## src/rtl/vp_dpwm_pkg.sv

```systemverilog
package vp_dpwm_pkg;
    typedef enum logic [1:0] {
        ST_LOAD = 2'd0,
        ST_ON   = 2'd1,
        ST_OFF  = 2'd2
    } pwm_state_e;

    localparam int unsigned MIN_PERIOD = 2;
    localparam int unsigned MIN_DIV    = 1;
endpackage

```

## src/rtl/vp_dpwm_timer.sv

```systemverilog
module vp_dpwm_timer
    import vp_dpwm_pkg::*;
#(
    parameter int unsigned CNT_W = 16,
    parameter int unsigned DIV_W = 8
) (
    input  logic             clk_i,
    input  logic             rst_ni,
    input  logic [CNT_W-1:0] period_i,
    input  logic [CNT_W-1:0] ontime_i,
    input  logic             burst_i,
    input  logic [DIV_W-1:0] div_i,
    output logic             gate_o,
    output logic             eop_o,
    output logic             run_o,
    output logic [DIV_W-1:0] div_o
);
    localparam logic [CNT_W-1:0] ONE  = CNT_W'(1);
    localparam logic [CNT_W-1:0] MINP = CNT_W'(MIN_PERIOD);
    localparam logic [DIV_W-1:0] MIND = DIV_W'(MIN_DIV);

    pwm_state_e       state_q, state_d;
    logic [CNT_W-1:0] cnt_q, per_q, on_q;
    logic [CNT_W-1:0] per_eff, on_eff;
    logic [DIV_W-1:0] div_q, div_eff;
    logic             burst_q;
    logic             wrap, load;

    // bounding of the incoming command
    always_comb begin
        per_eff = (period_i < MINP) ? MINP : period_i;
        on_eff  = (ontime_i >= per_eff) ? (per_eff - ONE) : ontime_i;
        div_eff = (div_i < MIND) ? MIND : div_i;
    end

    assign wrap = (state_q != ST_LOAD) && (cnt_q == per_q - ONE);
    assign load = (state_q == ST_LOAD) || wrap;

    // next-state logic
    always_comb begin
        state_d = state_q;
        unique case (state_q)
            ST_LOAD: state_d = (on_eff != '0) ? ST_ON : ST_OFF;
            ST_ON: begin
                if (wrap)                    state_d = (on_eff != '0) ? ST_ON : ST_OFF;
                else if (cnt_q == on_q - ONE) state_d = ST_OFF;
                else                         state_d = ST_ON;
            end
            ST_OFF: begin
                if (wrap) state_d = (on_eff != '0) ? ST_ON : ST_OFF;
                else      state_d = ST_OFF;
            end
            default: state_d = ST_LOAD;
        endcase
    end

    // state register and period-boundary buffers
    always_ff @(posedge clk_i) begin
        if (!rst_ni) begin
            state_q <= ST_LOAD;
            cnt_q   <= '0;
            per_q   <= MINP;
            on_q    <= '0;
            burst_q <= 1'b0;
            div_q   <= MIND;
        end else begin
            state_q <= state_d;
            if (load) begin
                cnt_q   <= '0;
                per_q   <= per_eff;
                on_q    <= on_eff;
                burst_q <= burst_i;
                div_q   <= div_eff;
            end else begin
                cnt_q <= cnt_q + ONE;
            end
        end
    end

    // outputs
    always_comb begin
        gate_o = (state_q == ST_ON) && burst_q;
        eop_o  = wrap;
        run_o  = (state_q != ST_LOAD);
        div_o  = div_q;
    end

    assert_gate_low_at_end_R5: assert property (@(posedge clk_i) disable iff (!rst_ni)
        eop_o |-> !gate_o);

    assert_burst_mask_R7: assert property (@(posedge clk_i) disable iff (!rst_ni)
        !burst_q |-> !gate_o);

    assert_zero_on_R4: assert property (@(posedge clk_i) disable iff (!rst_ni)
        (run_o && on_q == '0) |-> !gate_o);

    assert_hold_midperiod_R6: assert property (@(posedge clk_i) disable iff (!rst_ni)
        ($past(state_q) != ST_LOAD && !$past(wrap)) |-> ($stable(per_q) && $stable(on_q)));
endmodule

```

## src/rtl/vp_dpwm_trig.sv

```systemverilog
module vp_dpwm_trig #(
    parameter int unsigned DIV_W = 8
) (
    input  logic             clk_i,
    input  logic             rst_ni,
    input  logic             run_i,
    input  logic             eop_i,
    input  logic [DIV_W-1:0] div_i,
    output logic             trig_o
);
    localparam logic [DIV_W-1:0] ONE = DIV_W'(1);

    logic [DIV_W-1:0] tcnt_q;

    always_ff @(posedge clk_i) begin
        if (!rst_ni) begin
            tcnt_q <= '0;
        end else if (!run_i || eop_i) begin
            tcnt_q <= '0;
        end else if (tcnt_q == div_i - ONE) begin
            tcnt_q <= '0;
        end else begin
            tcnt_q <= tcnt_q + ONE;
        end
    end

    assign trig_o = run_i && (tcnt_q == '0);

    assert_trig_at_start_R8: assert property (@(posedge clk_i) disable iff (!rst_ni)
        $past(eop_i) |-> trig_o);
endmodule

```

## src/rtl/vp_dpwm_avg.sv

```systemverilog
module vp_dpwm_avg #(
    parameter int unsigned SMP_W  = 12,
    parameter int unsigned SCNT_W = 8
) (
    input  logic             clk_i,
    input  logic             rst_ni,
    input  logic             eop_i,
    input  logic             vld_i,
    input  logic [SMP_W-1:0] data_i,
    output logic [SMP_W-1:0] avg_o,
    output logic             avg_vld_o
);
    localparam int unsigned ACC_W = SMP_W + SCNT_W;
    localparam logic [SCNT_W-1:0] CNT_MAX = {SCNT_W{1'b1}};

    logic [ACC_W-1:0]  sum_q, sum_n;
    logic [SCNT_W-1:0] n_q, n_n;
    logic [SMP_W-1:0]  avg_q;
    logic              vld_q, take;

    always_comb begin
        take  = vld_i && (n_q != CNT_MAX);
        sum_n = sum_q + (take ? ACC_W'(data_i) : '0);
        n_n   = n_q + SCNT_W'(take);
    end

    always_ff @(posedge clk_i) begin
        if (!rst_ni) begin
            sum_q <= '0;
            n_q   <= '0;
            avg_q <= '0;
            vld_q <= 1'b0;
        end else if (eop_i) begin
            avg_q <= (n_n == '0) ? '0 : SMP_W'(sum_n / ACC_W'(n_n));
            vld_q <= 1'b1;
            sum_q <= '0;
            n_q   <= '0;
        end else begin
            sum_q <= sum_n;
            n_q   <= n_n;
            vld_q <= 1'b0;
        end
    end

    assign avg_o     = avg_q;
    assign avg_vld_o = vld_q;

    assert_vld_follows_eop_R9: assert property (@(posedge clk_i) disable iff (!rst_ni)
        1'b1 |-> (avg_vld_o == $past(eop_i)));

    assert_count_cap_R10: assert property (@(posedge clk_i) disable iff (!rst_ni)
        (n_q == CNT_MAX && !eop_i) |=> (n_q == CNT_MAX));

    assert_clear_after_eop_R11: assert property (@(posedge clk_i) disable iff (!rst_ni)
        eop_i |=> (n_q == '0 && sum_q == '0));
endmodule

```

## src/rtl/vp_dpwm_top.sv

```systemverilog
module vp_dpwm_top #(
    parameter int unsigned CNT_W  = 16,
    parameter int unsigned DIV_W  = 8,
    parameter int unsigned SMP_W  = 12,
    parameter int unsigned SCNT_W = 8
) (
    input  logic             clk_i,
    input  logic             rst_ni,
    input  logic [CNT_W-1:0] period_i,
    input  logic [CNT_W-1:0] ontime_i,
    input  logic             burst_en_i,
    input  logic [DIV_W-1:0] trig_div_i,
    input  logic             adc_valid_i,
    input  logic [SMP_W-1:0] adc_data_i,
    output logic             gate_o,
    output logic             eop_o,
    output logic             trig_o,
    output logic [SMP_W-1:0] avg_o,
    output logic             avg_vld_o
);
    logic             run;
    logic [DIV_W-1:0] div_act;

    vp_dpwm_timer #(.CNT_W(CNT_W), .DIV_W(DIV_W)) timer_i (
        .clk_i    (clk_i),
        .rst_ni   (rst_ni),
        .period_i (period_i),
        .ontime_i (ontime_i),
        .burst_i  (burst_en_i),
        .div_i    (trig_div_i),
        .gate_o   (gate_o),
        .eop_o    (eop_o),
        .run_o    (run),
        .div_o    (div_act)
    );

    vp_dpwm_trig #(.DIV_W(DIV_W)) trig_i (
        .clk_i  (clk_i),
        .rst_ni (rst_ni),
        .run_i  (run),
        .eop_i  (eop_o),
        .div_i  (div_act),
        .trig_o (trig_o)
    );

    vp_dpwm_avg #(.SMP_W(SMP_W), .SCNT_W(SCNT_W)) avg_i (
        .clk_i     (clk_i),
        .rst_ni    (rst_ni),
        .eop_i     (eop_o),
        .vld_i     (adc_valid_i),
        .data_i    (adc_data_i),
        .avg_o     (avg_o),
        .avg_vld_o (avg_vld_o)
    );

    assert_single_eop_R2: assert property (@(posedge clk_i) disable iff (!rst_ni)
        eop_o |=> !eop_o);
endmodule

```

## config.mk

```make
export PLATFORM = sky130hd
export DESIGN_NAME = vp_dpwm_top
export DESIGN_NICKNAME = d
export VERILOG_FILES = /design/src/rtl/vp_dpwm_pkg.sv /design/src/rtl/vp_dpwm_timer.sv /design/src/rtl/vp_dpwm_trig.sv /design/src/rtl/vp_dpwm_avg.sv /design/src/rtl/vp_dpwm_top.sv
export SDC_FILE = /design/constraint.sdc
export NUM_CORES = 1
export LEC_CHECK = 0
export ABC_AREA = 0
export BUFFER_PORTS_ARGS = -buffer_cell sky130_fd_sc_hd__buf_2
export CAP_MARGIN = 25
export CORE_MARGIN = 4
export CORE_UTILIZATION = 29
export DETAILED_ROUTE_END_ITERATION = 7
export GPL_TIMING_DRIVEN = 0
export HOLD_SLACK_MARGIN = 0.08
export PLACE_DENSITY = 0.44
export SLEW_MARGIN = 15
export SYNTH_ARGS = -nofsm -noshare
export SYNTH_HDL_FRONTEND = slang
export SYNTH_HIERARCHICAL = 1
export SYNTH_SLANG_ARGS = --single-unit
```

## constraint.sdc

```tcl
create_clock -name clk_i -period 43.1 [get_ports clk_i]
set_clock_uncertainty 0.2 [all_clocks]
set_input_delay 2.155 -clock clk_i [delete_from_list [all_inputs] [get_ports clk_i]]
set_output_delay 2.155 -clock clk_i [all_outputs]
set_load 0.03 [all_outputs]
```

Word-level counts from Yosys, hierarchy flattened
Index checks and enable logic that the tools add are counted.
- register bits: 108
- output and inout bits: 16
- $lt $le $gt $ge: 3
- bitwise operators: 1
- mux-type cells: 11
- div/mod/pow operators: 1
- add/sub/neg operators: 8
- eq/ne operators: 6
- reductions and logical operators: 15
- operator list (kind ; count):
    16-bit by 1-bit subtractor with 16-bit output, second input constant ; 3
    16-bit equality test ; 2
    16-bit 2-to-1 mux ; 2
    12-bit 2-to-1 mux ; 2
    20-bit adder ; 1
    20-bit by 8-bit divider with 20-bit output ; 1
    16-bit by 1-bit adder with 16-bit output, second input constant ; 1
    16-bit greater-or-equal comparator ; 1
    8-bit zero test ; 2
    16-bit by 2-bit less-than comparator with 1-bit output, second input constant ; 1
    16-bit nonzero test ; 1
    8-bit by 1-bit adder with 8-bit output ; 1
    8-bit by 1-bit adder with 8-bit output, second input constant ; 1
    8-bit equality test ; 1
    8-bit by 1-bit less-than comparator with 1-bit output, second input constant ; 1
    2-bit 2-to-1 mux ; 4
    8-bit 2-to-1 mux ; 1
    8-bit != test, second input constant ; 1
    8-bit by 1-bit subtractor with 8-bit output, second input constant ; 1
    2-bit case mux with 3 select lines ; 1
    1-bit logical AND ; 4
    2-bit OR reduction ; 2
    3-bit OR reduction ; 1
    2-bit by 1-bit equality test with 1-bit output, second input constant ; 1
    7 further kinds ; 8

Depth between registers and ports, before layout
- depth after elaboration: 8
- depth in mapped cells: 249
- gate-level depth less buffers: 232

Cells and area by module
The synthesis kept the hierarchy.
- modules (own cells, without submodules) (module ; seq. area each (sq um) ; cells each ; times used ; area an instance (sq um)):
    vp_dpwm_avg ; 820.8 ; 1458 ; 1 ; 10575.1
    vp_dpwm_timer ; 1181.1 ; 540 ; 1 ; 4383.0
    vp_dpwm_trig ; 160.2 ; 85 ; 1 ; 674.4

Worst setup path after synthesis
OpenSTA, ideal clock, no wires.
- path kind: input port to flip-flop
- start: input adc_valid_i
- end: register avg_i.avg_q[0] (netlist: avg_i/avg_o[0])
- cell stages on the path: 225
- slack: -2.697 ns
- required time: 42.764 ns
- setup time: 0.136 ns
- data arrival time: 45.461 ns
- cells stage by stage: a21boi_0 clkbuf_1 and2_1 ha_1 inv_1 fa_1 nor2b_1 o31ai_1 a2111oi_1 nor3_1 nor2_1 xnor2_1 ha_1 o21a_1 o32ai_1 o21ai_0 o31ai_1 inv_1 [... 189 more ...] a21oi_1 nand4_1 a21oi_1 and4b_2 buf_6 mux2i_1 ha_1 a21o_1 a21oi_1 nor2b_1 o21ai_0 nand2b_1 a21oi_1 nor2b_1 o21ai_0 nand2_1 a211oi_1 a41oi_1
- longest elaborated chain between the ends: 5
- ends and longest elaborated chain (item ; RTL line ; text):
    start: declaration ; vp_dpwm_top.sv:13 ; input logic adc_valid_i,
    1-bit logical AND * ; vp_dpwm_avg.sv:22 ; take = vld_i && (n_q != CNT_MAX);
    12-bit 2-to-1 mux ; vp_dpwm_avg.sv:23 ; sum_n = sum_q + (take ? ACC_W'(data_i) : '0);
    20-bit adder ; vp_dpwm_avg.sv:23 ;
    20-bit by 8-bit divider with 20-bit output ; vp_dpwm_avg.sv:34 ; avg_q <= (n_n == '0) ? '0 : SMP_W'(sum_n / ACC_W'(n_n));
    12-bit 2-to-1 mux * ; vp_dpwm_avg.sv:34 ;
    end signal: assignment ; vp_dpwm_avg.sv:34 ;
    end: declaration ; vp_dpwm_avg.sv:18 ; logic [SMP_W-1:0] avg_q;
Every way passes the cells marked *; elsewhere a longest branch is shown, timed or not.
A chain may end at the register's enable or synchronous reset.

Worst setup path in the final report
- start: input adc_valid_i
- end: register avg_i.avg_q[0] (netlist: avg_i/avg_o[0])
- longest elaborated chain between the ends: 5
- ends and longest elaborated chain (item ; RTL line ; text):
    1-bit logical AND ; vp_dpwm_avg.sv:22 ;
    12-bit 2-to-1 mux ; vp_dpwm_avg.sv:23 ;
    20-bit adder ; vp_dpwm_avg.sv:23 ;
    via avg_i.sum_n[19] ; vp_dpwm_avg.sv:16 ; logic [ACC_W-1:0] sum_q, sum_n;
    20-bit by 8-bit divider with 20-bit output ; vp_dpwm_avg.sv:34 ;
    12-bit 2-to-1 mux ; vp_dpwm_avg.sv:34 ;
The timed path passes the listed nets, and every way through them passes these cells.

==> results_dict.tcl <==
set metrics [dict create \
    status "finished with violations" \
    failed_checks "negative setup slack" \
    fin_ws_ps -13.6 \
    grt_pass1_vias 16564 \
    rows 84 \
    drc 0 \
    worstSkewPairLatency_ps 410 \
    nets 2674 \
    cts_tree "yes" \
    io_pins 72 \
    min_period_ps 43110 \
    met1Wirelength_um 26500 \
    r2r_slack_ps 560 \
    drtIter0Drc 988 \
    cts_max_level 3 \
    crit_slowest_cell "or4_4" \
    fmax_mhz 23.2 \
    dieWidth_um 240 \
    fin_util_pct 39.7 \
    postCtsHoldBufs 0 \
    synthFlopType "dfxtp_1" \
    dpl_cell_area_um2 17300 \
    crit_required_ps 43170 \
    ys.warnings.count 6 \
    hp-class "reg2reg" \
    synth-seq-cells 108 \
    wl_um 55400 \
    finalInstanceArea_um2 21000 \
    antenna_found_initial 1 \
    rsz0062_at_grt "yes" \
    cts_root_buf "clkbuf_16" \
    post-place-ws_ps -7330 \
    path_buf_inv 38 \
    ys_seq_area_share_pct 13.8 \
    clockBufferDepth 2 \
    crit_family "compound AO/OA/AOI/OAI gates" \
    crit_top_cell "o21a_1" \
    cts_buffers 9 \
    syn_area_um2 15600 \
    fp.dieH_um 240 \
    core-area_um2 53000 \
    critical_path_class "in2reg" \
    drt.antenna.violating_nets 0 \
    dpl.hpwl_um 40700 \
    dr_total_vias 16992 \
    ys_async_sr_fraction_pct 0 \
    slew_headroom_pct 45.5 \
    grt_max_degree 22 \
    wire_per_inst_um 17.6 \
    synth_edf_count 0 \
    setup.worst_path.start_class "input port" \
    via_per_inst 5.41 \
    initial_utilization_pct 29.5 \
    critical_path_arrival_ps 43180 \
    gp_congestion 0.905 \
    n_fill_cell 5477 \
    synth_cell_type_count 114 \
    grt_pass1_wl_um 87300 \
    crit_fanout 6 \
    syn_nets 2311 \
    final-setup-viol-count 1 \
    avgSynthCellArea_um2 7.50 \
    syn_to_final_growth_pct 34.4 \
    dr.pass1.iters 7 \
    cts_sinks 108 \
    dieArea_um2 57700 \
    grt_overflow 0 \
    top_layer_used "met4" \
    slew_viol_final 0 \
    wl_met3_um 1680 \
    hold_viol 0 \
    worst_pin_slew_ps 807 \
    numPortBuffers 71 \
    slowest_delay_ps 520 \
    crit_path_end_kind "flop" \
    antenna_cells 0 \
    grt_usage_pct 18.5 \
    post-route-period-util_pct 100 \
    met2_length_um 26200 \
    drive_gt1_share_pct 29.8 \
    cts.clk_slew.worst_paths_ps 80 \
    syn_inst 2083 \
    drv_cap 0 \
]
[cells in the mapped netlist (25+ instances only)]
| cell type | count | area, um^2 |
|---|---|---|
| a21o_1 | 34 | 255 |
| a21oi_1 | 104 | 521 |
| a31oi_1 | 31 | 194 |
| and2_1 | 40 | 250 |
| clkbuf_1 | 39 | 146 |
| dfxtp_1 | 108 | 2160 |
| ha_1 | 171 | 2140 |
| inv_1 | 85 | 319 |
| mux2_2 | 38 | 428 |
| mux2i_1 | 54 | 541 |
| nand2_1 | 151 | 567 |
| nand2b_1 | 34 | 213 |
| nand3_1 | 44 | 220 |
| nand4_1 | 39 | 244 |
| nor2_1 | 216 | 811 |
| nor3_1 | 119 | 596 |
| nor4_1 | 33 | 206 |
| o21a_1 | 82 | 616 |
| o21ai_0 | 88 | 440 |
| o31ai_1 | 37 | 278 |
| or2_2 | 28 | 175 |
| or3_1 | 25 | 156 |
| xnor2_1 | 80 | 701 |
| xor2_1 | 54 | 473 |
[timing repair]
action	CTS	global route
gates cloned	1	0
buffers inserted	213	68
resized for setup	146	125
pin swaps	117	170
setup endpoints to repair	3	2
endpoints found under the hold margin	0	0
[worst min-delay path: stages, from the launching register on]
cell	delay, ps
dfxtp_1	320
nand2_1	50
o21ai_1	50
[layout by cell type, fill, tap and decap left out, types with 19 or more instances in the layout]
cell type,Yosys,routed
a21o_1,34,33
a21oi_1,104,82
a21oi_2,1,19
a31oi_1,31,27
and2_1,40,31
buf_2,14,79
buf_4,4,275
buf_6,5,19
clkbuf_1,39,27
dfxtp_1,108,108
ha_1,171,139
ha_4,0,27
inv_1,85,77
mux2_2,38,35
mux2i_1,54,47
nand2_1,151,138
nand2b_1,34,34
nand3_1,44,39
nand4_1,39,39
nor2_1,216,193
nor2b_1,22,19
nor3_1,119,114
nor4_1,33,32
o21a_1,82,78
o21ai_0,88,61
o21ai_2,3,23
o31ai_1,37,31
or2_2,28,26
or3_1,25,21
xnor2_1,80,77
xor2_1,54,52
[per-stage QoR]
step	hold WS [ps]	setup TNS [ps]	std cells
after global placement	239	-13960	2842
after global routing	311	-2380	3139
after floorplan	252	0	2083
after detailed placement	244	-15080	2847
final	254	-13.6	3139
after CTS	256	-395	3075
[flip-flops by register name, summed over array words and instances (netlist names)]
register,cells
timer_i/burst_q,1
trig_i/tcnt_q,8
avg_i/n_q,8
timer_i/state_q,2
avg_i/avg_vld_o,1
avg_i/sum_q,20
avg_i/avg_o,12
timer_i/on_q,16
timer_i/per_q,16
timer_i/cnt_q,16
timer_i/div_o,8
[final timing paths]
path,from,end,depth (start not counted)
worst max register to register,avg_i/n_q[4]$_SDFF_PP0_,avg_i/avg_o[0]$_SDFFE_PN0P_,243
worst max-delay path,adc_valid_i,avg_i/avg_o[0]$_SDFFE_PN0P_,242
worst min-delay path,avg_i/avg_o[1]$_SDFFE_PN0P_,avg_i/avg_o[1]$_SDFFE_PN0P_,2
worst min register to register,avg_i/avg_o[1]$_SDFFE_PN0P_,avg_i/avg_o[1]$_SDFFE_PN0P_,2
[cell families (layout without fill, tap and decap cells)]
kind of cell	Yosys count	in the layout	synth area share (%)
buffers and inverters	152	520	4.11
XOR/XNOR	135	135	7.61
adder cells (fa/ha/maj)	173	173	13.9
multiplexers	96	96	6.52
flip-flops	108	108	13.8
AND/OR/NAND/NOR	852	852	28.6
AO/OA/AOI/OAI	567	567	25.4
[layer usage]
layer	vias up	GRT usage, %
li1	8552	-
met1	8096	24.9
met2	273	31.6
met3	71	2.33
met4	0	4.23
met5	-	0
[layout make-up]
cell class                 instances  area, um^2  share of cell area [%]
buffer                            58         409                    1.95
timing repair buffer             361        2670                    12.7
clock inverter                     7        97.6                   0.464
tap                              688         861                    4.10
multi-input combinational       1823       14300                    67.9
clock buffer                       9         225                    1.07
inverter                          85         319                    1.52
sequential                       108        2160                    10.3
Power is left out: the tool's default activity adds up to more than one toggle a clock period on the data nets, which glitch-free logic cannot reach.
